--- src/rtl/adc_scan_pkg.sv ---
package adc_scan_pkg;

  // Strobes from the scan control to the register datapath
  typedef struct packed {
    logic writeRes;  // store convResult into the register of convChan
    logic setDone;   // last channel of a pass finished
    logic clrStart;  // single pass ended, drop the start bit
  } scanStrobe_t;

  typedef enum logic [1:0] {
    ST_IDLE  = 2'd0,
    ST_ISSUE = 2'd1,
    ST_WAIT  = 2'd2
  } scanState_t;

  // Control word field positions
  localparam int CB_START = 0;
  localparam int CB_DONE  = 1;
  localparam int CB_IE    = 2;
  localparam int CB_CONT  = 3;
  localparam int CB_MODE  = 4;
  localparam int CB_SEL   = 6;

endpackage

--- src/rtl/adc_scan_ctrl.sv ---
module adc_scan_ctrl
  import adc_scan_pkg::*;
#(
  parameter int NUM_CH = 8,
  localparam int CH_W = $clog2(NUM_CH),
  localparam int SEL_W = CH_W + 1
) (
  input  logic             clk,
  input  logic             rstN,
  input  logic             startBit,
  input  logic [1:0]       cfgMode,
  input  logic [SEL_W-1:0] cfgSel,
  input  logic             cfgCont,
  input  logic             convDone,
  output logic             convStart,
  output logic [CH_W-1:0]  convChan,
  output logic             busy,
  output scanStrobe_t      strobe
);

  localparam logic [CH_W-1:0] ONE_CH = 1;

  scanState_t      state;
  logic [CH_W-1:0] chan, firstChan, lastChan, grpFirst, grpLast;
  logic            contMode;
  logic            unusedSelTop;

  assign unusedSelTop = cfgSel[SEL_W-1];
  assign convChan  = chan;
  assign busy      = (state != ST_IDLE);
  assign convStart = (state == ST_ISSUE) && startBit;

  // Group decode from mode code and channel-select field
  always_comb begin
    case (cfgMode)
      2'b10: begin
        grpFirst = {cfgSel[CH_W-1], {(CH_W-1){1'b0}}};
        grpLast  = grpFirst | {1'b0, cfgSel[CH_W-2:0]};
      end
      2'b11: begin
        grpFirst = '0;
        grpLast  = cfgSel[CH_W-1:0];
      end
      default: begin
        grpFirst = cfgSel[CH_W-1:0];
        grpLast  = cfgSel[CH_W-1:0];
      end
    endcase
  end

  always_comb begin
    strobe = '0;
    if (state == ST_WAIT && startBit && convDone) begin
      strobe.writeRes = 1'b1;
      if (chan == lastChan) begin
        strobe.setDone  = 1'b1;
        strobe.clrStart = !contMode;
      end
    end
  end

  always_ff @(posedge clk or negedge rstN) begin
    if (!rstN) begin
      state     <= ST_IDLE;
      chan      <= '0;
      firstChan <= '0;
      lastChan  <= '0;
      contMode  <= 1'b0;
    end else begin
      case (state)
        ST_IDLE: if (startBit) begin
          firstChan <= grpFirst;
          lastChan  <= grpLast;
          contMode  <= cfgCont;
          chan      <= grpFirst;
          state     <= ST_ISSUE;
        end
        ST_ISSUE: state <= startBit ? ST_WAIT : ST_IDLE;
        ST_WAIT: begin
          if (!startBit) begin
            state <= ST_IDLE;
          end else if (convDone) begin
            if (chan == lastChan) begin
              if (contMode) begin
                chan  <= firstChan;
                state <= ST_ISSUE;
              end else begin
                state <= ST_IDLE;
              end
            end else begin
              chan  <= chan + ONE_CH;
              state <= ST_ISSUE;
            end
          end
        end
        default: state <= ST_IDLE;
      endcase
    end
  end

  // the convert strobe never lasts two cycles
  assert_strobe_pulse_R13: assert property (@(posedge clk) disable iff (!rstN)
    convStart |=> !convStart);

  // every strobed channel lies inside the latched group
  assert_chan_in_group_R3: assert property (@(posedge clk) disable iff (!rstN)
    convStart |-> (chan >= firstChan && chan <= lastChan));

  // a cleared start bit ends any scan on the next edge
  assert_stop_idle_R10: assert property (@(posedge clk) disable iff (!rstN)
    (busy && !startBit) |=> !busy);

endmodule

--- src/rtl/adc_scan_regs.sv ---
module adc_scan_regs
  import adc_scan_pkg::*;
#(
  parameter int NUM_CH = 8,
  parameter int RES_W  = 10,
  parameter int DATA_W = 16,
  parameter int ADDR_W = 4,
  localparam int CH_W = $clog2(NUM_CH),
  localparam int SEL_W = CH_W + 1
) (
  input  logic              clk,
  input  logic              rstN,
  input  logic [ADDR_W-1:0] regAddr,
  input  logic              wrEn,
  input  logic [DATA_W-1:0] wrData,
  input  logic              rdEn,
  output logic [DATA_W-1:0] rdData,
  input  logic              timerTrig,
  input  logic              extTrig,
  input  logic              busy,
  input  scanStrobe_t       strobe,
  input  logic [CH_W-1:0]   convChan,
  input  logic [RES_W-1:0]  convResult,
  output logic              startBit,
  output logic [1:0]        cfgMode,
  output logic [SEL_W-1:0]  cfgSel,
  output logic              cfgCont,
  output logic              irq
);

  localparam logic [ADDR_W-1:0] CTRL_ADDR = ADDR_W'(NUM_CH);
  localparam int CTRL_USED = CB_SEL + SEL_W;

  logic             doneFlag, intEn, clrArmed;
  logic             wrCtrl, rdCtrl, clrOk;
  logic [RES_W-1:0] resReg [NUM_CH];
  logic [DATA_W-1:0] ctrlWord;
  logic             unusedWrTop;

  assign unusedWrTop = ^wrData[DATA_W-1:CTRL_USED];
  assign wrCtrl = wrEn && (regAddr == CTRL_ADDR);
  assign rdCtrl = rdEn && (regAddr == CTRL_ADDR);
  assign clrOk  = wrCtrl && !wrData[CB_DONE] && clrArmed;
  assign irq    = doneFlag && intEn;

  always_ff @(posedge clk or negedge rstN) begin
    if (!rstN) begin
      startBit <= 1'b0;
      intEn    <= 1'b0;
      cfgCont  <= 1'b0;
      cfgMode  <= '0;
      cfgSel   <= '0;
    end else begin
      if (wrCtrl) begin
        intEn   <= wrData[CB_IE];
        cfgCont <= wrData[CB_CONT];
        cfgMode <= wrData[CB_MODE +: 2];
        cfgSel  <= wrData[CB_SEL +: SEL_W];
      end
      if (strobe.clrStart)
        startBit <= 1'b0;
      else if (wrCtrl)
        startBit <= wrData[CB_START];
      else if ((timerTrig || extTrig) && !busy && !startBit)
        startBit <= 1'b1;
    end
  end

  // Sticky completion flag with read-then-clear protocol
  always_ff @(posedge clk or negedge rstN) begin
    if (!rstN) begin
      doneFlag <= 1'b0;
      clrArmed <= 1'b0;
    end else begin
      if (strobe.setDone) doneFlag <= 1'b1;
      else if (clrOk)     doneFlag <= 1'b0;
      if (clrOk)                    clrArmed <= 1'b0;
      else if (rdCtrl && doneFlag)  clrArmed <= 1'b1;
    end
  end

  for (genvar ch = 0; ch < NUM_CH; ch++) begin : g_res
    always_ff @(posedge clk or negedge rstN) begin
      if (!rstN)
        resReg[ch] <= '0;
      else if (strobe.writeRes && convChan == CH_W'(ch))
        resReg[ch] <= convResult;
    end
  end

  assign ctrlWord = {{(DATA_W-CTRL_USED){1'b0}}, cfgSel, cfgMode, cfgCont,
                     intEn, doneFlag, startBit};

  always_comb begin
    if (regAddr < CTRL_ADDR)
      rdData = {{(DATA_W-RES_W){1'b0}}, resReg[regAddr[CH_W-1:0]]};
    else if (regAddr == CTRL_ADDR)
      rdData = ctrlWord;
    else
      rdData = '0;
  end

  // a finished single pass leaves the start bit low
  assert_single_clears_R8: assert property (@(posedge clk) disable iff (!rstN)
    strobe.clrStart |=> !startBit);

  // end of pass raises the completion flag
  assert_flag_set_R7: assert property (@(posedge clk) disable iff (!rstN)
    strobe.setDone |=> doneFlag);

  // no result is stored once the start bit is low
  assert_no_store_stopped_R10: assert property (@(posedge clk) disable iff (!rstN)
    strobe.writeRes |-> startBit);

  // the flag only falls on a control write
  assert_flag_hold_R11: assert property (@(posedge clk) disable iff (!rstN)
    (doneFlag && !wrCtrl) |=> doneFlag);

endmodule

--- src/rtl/adc_scan_seq.sv ---
module adc_scan_seq
  import adc_scan_pkg::*;
#(
  parameter int NUM_CH = 8,
  parameter int RES_W  = 10,
  parameter int DATA_W = 16,
  parameter int ADDR_W = 4,
  localparam int CH_W = $clog2(NUM_CH)
) (
  input  logic              clk,
  input  logic              rstN,
  input  logic [ADDR_W-1:0] regAddr,
  input  logic              wrEn,
  input  logic [DATA_W-1:0] wrData,
  input  logic              rdEn,
  output logic [DATA_W-1:0] rdData,
  input  logic              timerTrig,
  input  logic              extTrig,
  output logic              convStart,
  output logic [CH_W-1:0]   convChan,
  input  logic              convDone,
  input  logic [RES_W-1:0]  convResult,
  output logic              irq
);

  scanStrobe_t   strobe;
  logic          startBit, busy, cfgCont;
  logic [1:0]    cfgMode;
  logic [CH_W:0] cfgSel;

  adc_scan_regs #(
    .NUM_CH(NUM_CH), .RES_W(RES_W), .DATA_W(DATA_W), .ADDR_W(ADDR_W)
  ) u_regs (
    .clk, .rstN, .regAddr, .wrEn, .wrData, .rdEn, .rdData,
    .timerTrig, .extTrig, .busy, .strobe, .convChan, .convResult,
    .startBit, .cfgMode, .cfgSel, .cfgCont, .irq
  );

  adc_scan_ctrl #(.NUM_CH(NUM_CH)) u_ctrl (
    .clk, .rstN, .startBit, .cfgMode, .cfgSel, .cfgCont, .convDone,
    .convStart, .convChan, .busy, .strobe
  );

endmodule

--- config.mk ---
export PLATFORM = sky130hd
export DESIGN_NAME = adc_scan_seq
export DESIGN_NICKNAME = d
export VERILOG_FILES = /design/src/rtl/adc_scan_pkg.sv /design/src/rtl/adc_scan_ctrl.sv /design/src/rtl/adc_scan_regs.sv /design/src/rtl/adc_scan_seq.sv
export SDC_FILE = /design/constraint.sdc
export NUM_CORES = 1
export LEC_CHECK = 0
export BUFFER_PORTS_ARGS = -buffer_cell sky130_fd_sc_hd__buf_2
export CAP_MARGIN = 10
export CORE_MARGIN = 10
export CORE_UTILIZATION = 60
export CTS_CLUSTER_SIZE = 14
export DETAILED_ROUTE_END_ITERATION = 7
export PLACE_DENSITY = 0.82
export SLEW_MARGIN = 40
export SYNTH_ARGS = -nofsm -noshare
export SYNTH_HDL_FRONTEND = slang
export SYNTH_SLANG_ARGS = --single-unit
--- constraint.sdc ---
create_clock -name clk -period 3 [get_ports clk]
set_input_delay 0.6 -clock clk [delete_from_list [all_inputs] [get_ports clk]]
set_output_delay 0.6 -clock clk [all_outputs]
set_load 0.02 [all_outputs]
==> results.md, run 1 <==
- Chip Height: 112 microns
- Synth unique cells: 43
- Remaining antenna violation count: 0
- First-pass GRT wire length: ~18 mm
- Sequential Area: between 2000 and 3000 sq um
- Placed inst area: around 5400 sq um
- Clock Sinks: between 100 and 150
- Least-Margin Pin Slew: 0.569 ns
- Main synth FF type: dfrtp_1
- Vias in the first global route: 3334
- Final #Nets: approximately 430
- Total Power: between 0.004 and 0.005 W
- H-tree depth: 3
- FILL cells: 561
- GPL Wtd Cong: 0.769
- Ys async rst share: 100%
- Cell area after layout: 5550 sq um
- Area of the multi-input gates: around 2300 sq um
- Power Density: between 800 and 900 nW/um^2
- Clock power share: 17.7%
- Met2 wire len: around 5.1 mm
- Final Core Density: 67.2%
- Initial antenna violation count: 1
- Post-synth top area share: 50.6%
- Mean post-synth cell area: 15.0 sq um
- P_int: around 0.0032 W
- Fin. Hold Viols: 0
- Share of cells above drive strength 1: 48.8%
- Total core area: 8260 sq um
- Worst Hold Class: in -> async
- Flop pwr share: 47.6%
- PortBufs: 45
- Die Wd: ~110 microns
- Max Cap Viol: 0
- Setup violators final: 0
- Setup TNS: 0 ns
- Switch Pwr: 0.00154 W
- CP required: 2.40 ns
- Largest net degree at the start of global routing: 45
- Pre-CTS WS: 0.359 ns
- Critical path type: in -> out
- Highest metal used: met5
- Via count: 2963
- Hold buffer count at CTS: 0
- Area contributors post-synth: dfrtp_1 51%, mux2_2 14%, mux2_4 8.8%
- TritonCTS clock tree: yes
- Slew Viols, Final: 0
- Critical Path End Type: primary output
- Yosys warns: 0
- HPWL after detailed placement: 7.12 mm
- CTS Buf Count: 9
- CTS Buffer Depth: 2
- R2r startpoint: u_ctrl.state[0]
- F_max: 381 MHz
- Post-CTS Setup Inserts: 0
- Post-synth EDFFs: 0
- Post-synthesis sequential area ratio: around 51%
- Critical path fanouts, max: 21
- Clk Latency, worst-skew pair: roughly 0.37 ns
- Post-Syn Area: roughly 5100 sq um
- Min Tclk post-route: 2.62 ns
- Core Rows: 33
- Largest area contributor in the netlist: dfrtp_1
- Worst-path clk slew: 0.10 ns
- Worst reg-to-reg path cell count: 4
- RSZ-0062 raised after global routing: false
- Post-CTS Resized: 0
- Final wirelength: 10.6 mm
- Part of the cycle the worst path needs: 87.4%
- Leakage power: 2.66 nW
- Final WS setup: 0.377 ns
- Diodes inserted: 0
- Setup crit start kind: input pin
- Setup Skew: 0.00893 ns
- Total grt overflow: 0
- Layout area overhead: 8.97%
- Metal3 WL: between 600 and 700 microns
- Slew HR: 62.0%
- Root Driver: clkbuf_8
- Outcome: completed
- Effective utilization at floorplan: 61.7%
- Number of synthesized register bits: just over 100
- GRT Util Overall: 17.2%
- Max IR drop VDD: 0.000371 V
- Drt pass-1 iters: 4
- Critical path arrival: 2.02 ns
- Cells after Synth: 340
- Combinational power share: 34.8%
- Met1 Routed Length: 4.61 mm
- Io pins: 58
- DR WL/cell: 21.3 microns
- Reg2reg end: u_regs.resReg[50]
- Vias/cell: 5.97
- DRC viols: 0
- Iter 0 DRT Violations: 129
- Worst reg2reg setup slack: 1.16 ns
- Die ar.: about 13000 sq um
- Fraction of power spent switching nets: 32.7%
## state kept, by name (all words and copies together), names as in the netlist, 2 cells and up
| register | flops |
|---|---|
| u_regs.cfgSel | 4 |
| u_ctrl.firstChan | 3 |
| u_regs.resReg | 80 |
| u_ctrl.lastChan | 3 |
| u_regs.cfgMode | 2 |
| u_ctrl.convChan | 3 |
| u_ctrl.state | 2 |
## power groups by stage
stage / Combinational [W] / Clock, W / Sequential [W]
after floorplan: 0.00135 / 0 / 0.00215
after global placement: 0.00157 / 0 / 0.00222
after detailed placement: 0.00164 / 0 / 0.00226
after CTS: 0.00165 / 0.000847 / 0.00224
after global routing: 0.00178 / 0.000897 / 0.00231
final: 0.00164 / 0.000832 / 0.00224
## cell type report
class,count,area share [%]
clock buffer,10,2.48
timing repair buffer,49,5.10
inverter,8,0.541
multi-input combinational,215,42.1
sequential,103,46.4
clock inverter,6,0.924
tap,105,2.37
## layout by cell type (no fill, tap or decap), types with 8 or more instances in the layout
cell,n
clkbuf_8,10
mux4_2,20
mux2i_1,10
o21ai_0,15
buf_2,44
dfrtp_1,103
inv_1,8
nand2_1,20
mux2_2,64
mux2_4,30
## critical path: stages
cell and delay (ns):
buf_2 0.45, mux4_2 0.40, mux2i_1 0.23, o21ai_0 0.14
buf_2 0.19
## worst max path at each step
stage | startpoint | end | slack [ns]
2_1_floorplan | regAddr[0] | rdData[0] | 0.66
3_3_place_gp | regAddr[1] | rdData[6] | 0.37
3_5_place_dp | regAddr[1] | rdData[6] | 0.36
4_1_cts | regAddr[1] | rdData[2] | 0.35
5_1_grt | regAddr[1] | rdData[4] | 0.22
6_report | regAddr[1] | rdData[2] | 0.38
## cells by family after synthesis
kind of cell	Yosys count	synth area share, %
xor+xnor	3	0.516
fa+ha+maj	6	1.47
other cells	1	0.0736
simple gates	46	5.87
mux	124	33.8
flops	103	50.6
compound gates	30	3.81
buf+inv	27	3.83
## routing by layer
metal	up-vias	track usage [%]
met3	16	5.43
met2	82	27.8
met5	-	0
met1	1537	21.6
met4	2	5.67
li1	1326	-
## cell usage after synthesis (2+ instances only)
master	instances
a21oi_1	2
a22o_1	2
and3_4	4
buf_12	4
buf_2	2
buf_4	7
clkbuf_1	5
dfrtp_1	103
ha_1	6
inv_1	8
mux2_2	64
mux2_4	30
mux2i_1	10
mux4_2	20
nand2_1	20
nand2_2	2
nand3_4	3
nor2_1	5
nor3_1	2
o21ai_0	15
or2b_1	2
xor2_1	3
## stage by stage
step / instances / hold slack [ns]
floorplan: 345 / 0.304
global placement: 480 / 0.469
detailed placement: 480 / 0.488
CTS: 496 / 0.187
global route: 496 / 0.203
finish: 496 / 0.185
(Power assumes the default switching activity.)
==> inputs of run 2 (changes only) <==
- PLACE_DENSITY: 0.82 -> 0.94
==> results.md, run 2 (synthesized netlist as in run 1, its figures left out) <==
- Outcome: completed
- Fin. Hold Viols: 0
- TritonCTS clock tree: yes
- Met2 wire len: 5.38 mm
- Top flop regs: u_regs.resReg (80), u_regs.cfgSel (4)
- H-tree depth: 3
- Vias/cell: a little over 6
- Initial antenna violation count: 1
- Chip Height: 112 microns
- CTS Buf Count: 9
- Worst reg2reg setup slack: approximately 1.1 ns
- Most frequent cells in the layout: 103 x dfrtp_1, 64 x mux2_2, 44 x buf_2, 30 x mux2_4
- Worst reg-to-reg path cell count: 4
- Total core area: 8260 sq um
- Worst path slowest cell: mux4_2
- Post-CTS Resized: 0
- Effective utilization at floorplan: 61.7%
- Metal3 WL: 802 microns
- GPL Wtd Cong: 0.803
- Core Rows: 33
- Layout area overhead: 8.82%
- CP cell instances: buf_2 > buf_4 > mux4_2 > mux2i_1 > o21ai_0 > buf_2
- Setup TNS: 0 ns
- Min Tclk post-route: 2.73 ns
- FILL cells: 540
- F_max: 367 MHz
- Total grt overflow: 0
- Root Driver: clkbuf_8
- Leakage power: 2.66 nW
- Critical path fanouts, max: 8
- Hold Slack: 0.181 ns
- First-pass GRT wire length: 18.2 mm
- Clk Latency, worst-skew pair: 0.37 ns
- CP dominant cell by count: buf_2
- Slew Viols, Final: 0
- Max IR drop VDD: 0.000321 V
- RSZ-0062 raised after global routing: false
- Drt pass-1 iters: 6
- Met1 Routed Length: 4.53 mm
- Setup Skew: roughly 0.014 ns
- CTS Buffer Depth: 2
- Highest metal used: met4
- Clock Sinks: 103
- PortBufs: 45
- Critical path type: in -> out
- Worst-path clk slew: 0.10 ns
- CP required: 2.40 ns
- Setup violators final: 0
- GRT Util Overall: 18.0%
- Final Core Density: 67.1%
- Critical path arrival: 2.13 ns
- DR WL/cell: 21.8 microns
- Iter 0 DRT Violations: between 200 and 250
- Io pins: 58
- Final wirelength: about 11 mm
- Remaining antenna violation count: 0
- Via count: 3060
- Max FFs per register: 80
- R2r startpoint: u_ctrl.convChan[2]
- DRC viols: 0
- Most common cell after layout, fill and taps aside: dfrtp_1
- Vias in the first global route: 3318
- Reg2reg end: u_ctrl.convChan[1]
- Crit path launch: regAddr[0]
- Final #Nets: around 430
- Slew HR: 61.7%
- Setup crit start kind: input pin
- Critical Path End Type: primary output
- Delay of the slowest critical-path stage: around 0.52 ns
- Least-Margin Pin Slew: around 0.57 ns
- Part of the cycle the worst path needs: 90.9%
- Largest register by flop count: u_regs.resReg
- Die ar.: around 13000 sq um
- Max Cap Viol: 0
- HPWL after detailed placement: 7.72 mm
- Power Density: roughly 850 nW/um^2
- Worst Hold Class: in -> async
- Largest net degree at the start of global routing: 38
- Die Wd: 112 microns
- Post-CTS Setup Inserts: 0
- Hold buffer count at CTS: 0
- Share of cells above drive strength 1: 49.0%
-- run 2: cell types whose count changed in the layout (fill, tap and decap cells not counted), sizes merged --
cell	previous run	this run
clkinvlp	1	2
inv	11	9
diode	0	1
buf	49	53
-- run 2: stage by stage --
stage	instances	total power [W]	instance area (sq um)	setup slack, ns
detailed placement	484	0.00392	5380	0.268
CTS	499	0.00469	5540	0.266
global route	499	0.00495	5540	0.175
floorplan	345	0.00350	5110	0.656
global placement	484	0.00378	5380	0.328
finish	500	0.00468	5540	0.273
-- run 2: worst max path at each step --
| stage | to | slack [ns] |
|---|---|---|
| after floorplan | rdData[0] | 0.66 |
| after global placement | rdData[0] | 0.33 |
| after detailed placement | rdData[0] | 0.27 |
| after CTS | rdData[0] | 0.27 |
| after global routing | rdData[9] | 0.18 |
| final | rdData[0] | 0.27 |
-- run 2: layer usage --
metal / GRT usage (%) / vias up
li1: - / 1340
met1: 22.5 / 1602
met2: 29.0 / 102
met3: 5.75 / 16
met4: 5.67 / 0
met5: 0 / -
-- run 2: worst max-delay path, delay by kind of cell --
family | cells | cell delay, ns
muxes | 2 | 0.72
buffers and inverters | 3 | 0.70
AOI/OAI and AO/OA | 1 | 0.10
-- run 2: power by group --
| group | total [W] | internal (W) | switching (W) | leakage, nW |
|---|---|---|---|---|
| Combinational | 0.00166 | 0.000939 | 0.000721 | 1.24 |
| Sequential | 0.00226 | 0.00190 | 0.000361 | 1.35 |
| Clock | 0.000764 | 0.000298 | 0.000467 | 0.0785 |
-- run 2: final cells by class --
class,instances,area [sq um],share of cell area [%]
sequential,103,2580,46.5
tap,105,131,2.37
antenna,1,2.50,0.0452
clock buffer,10,128,2.30
multi-input combinational,215,2340,42.2
clock inverter,5,33.8,0.610
timing repair buffer,53,300,5.42
inverter,8,30.0,0.542
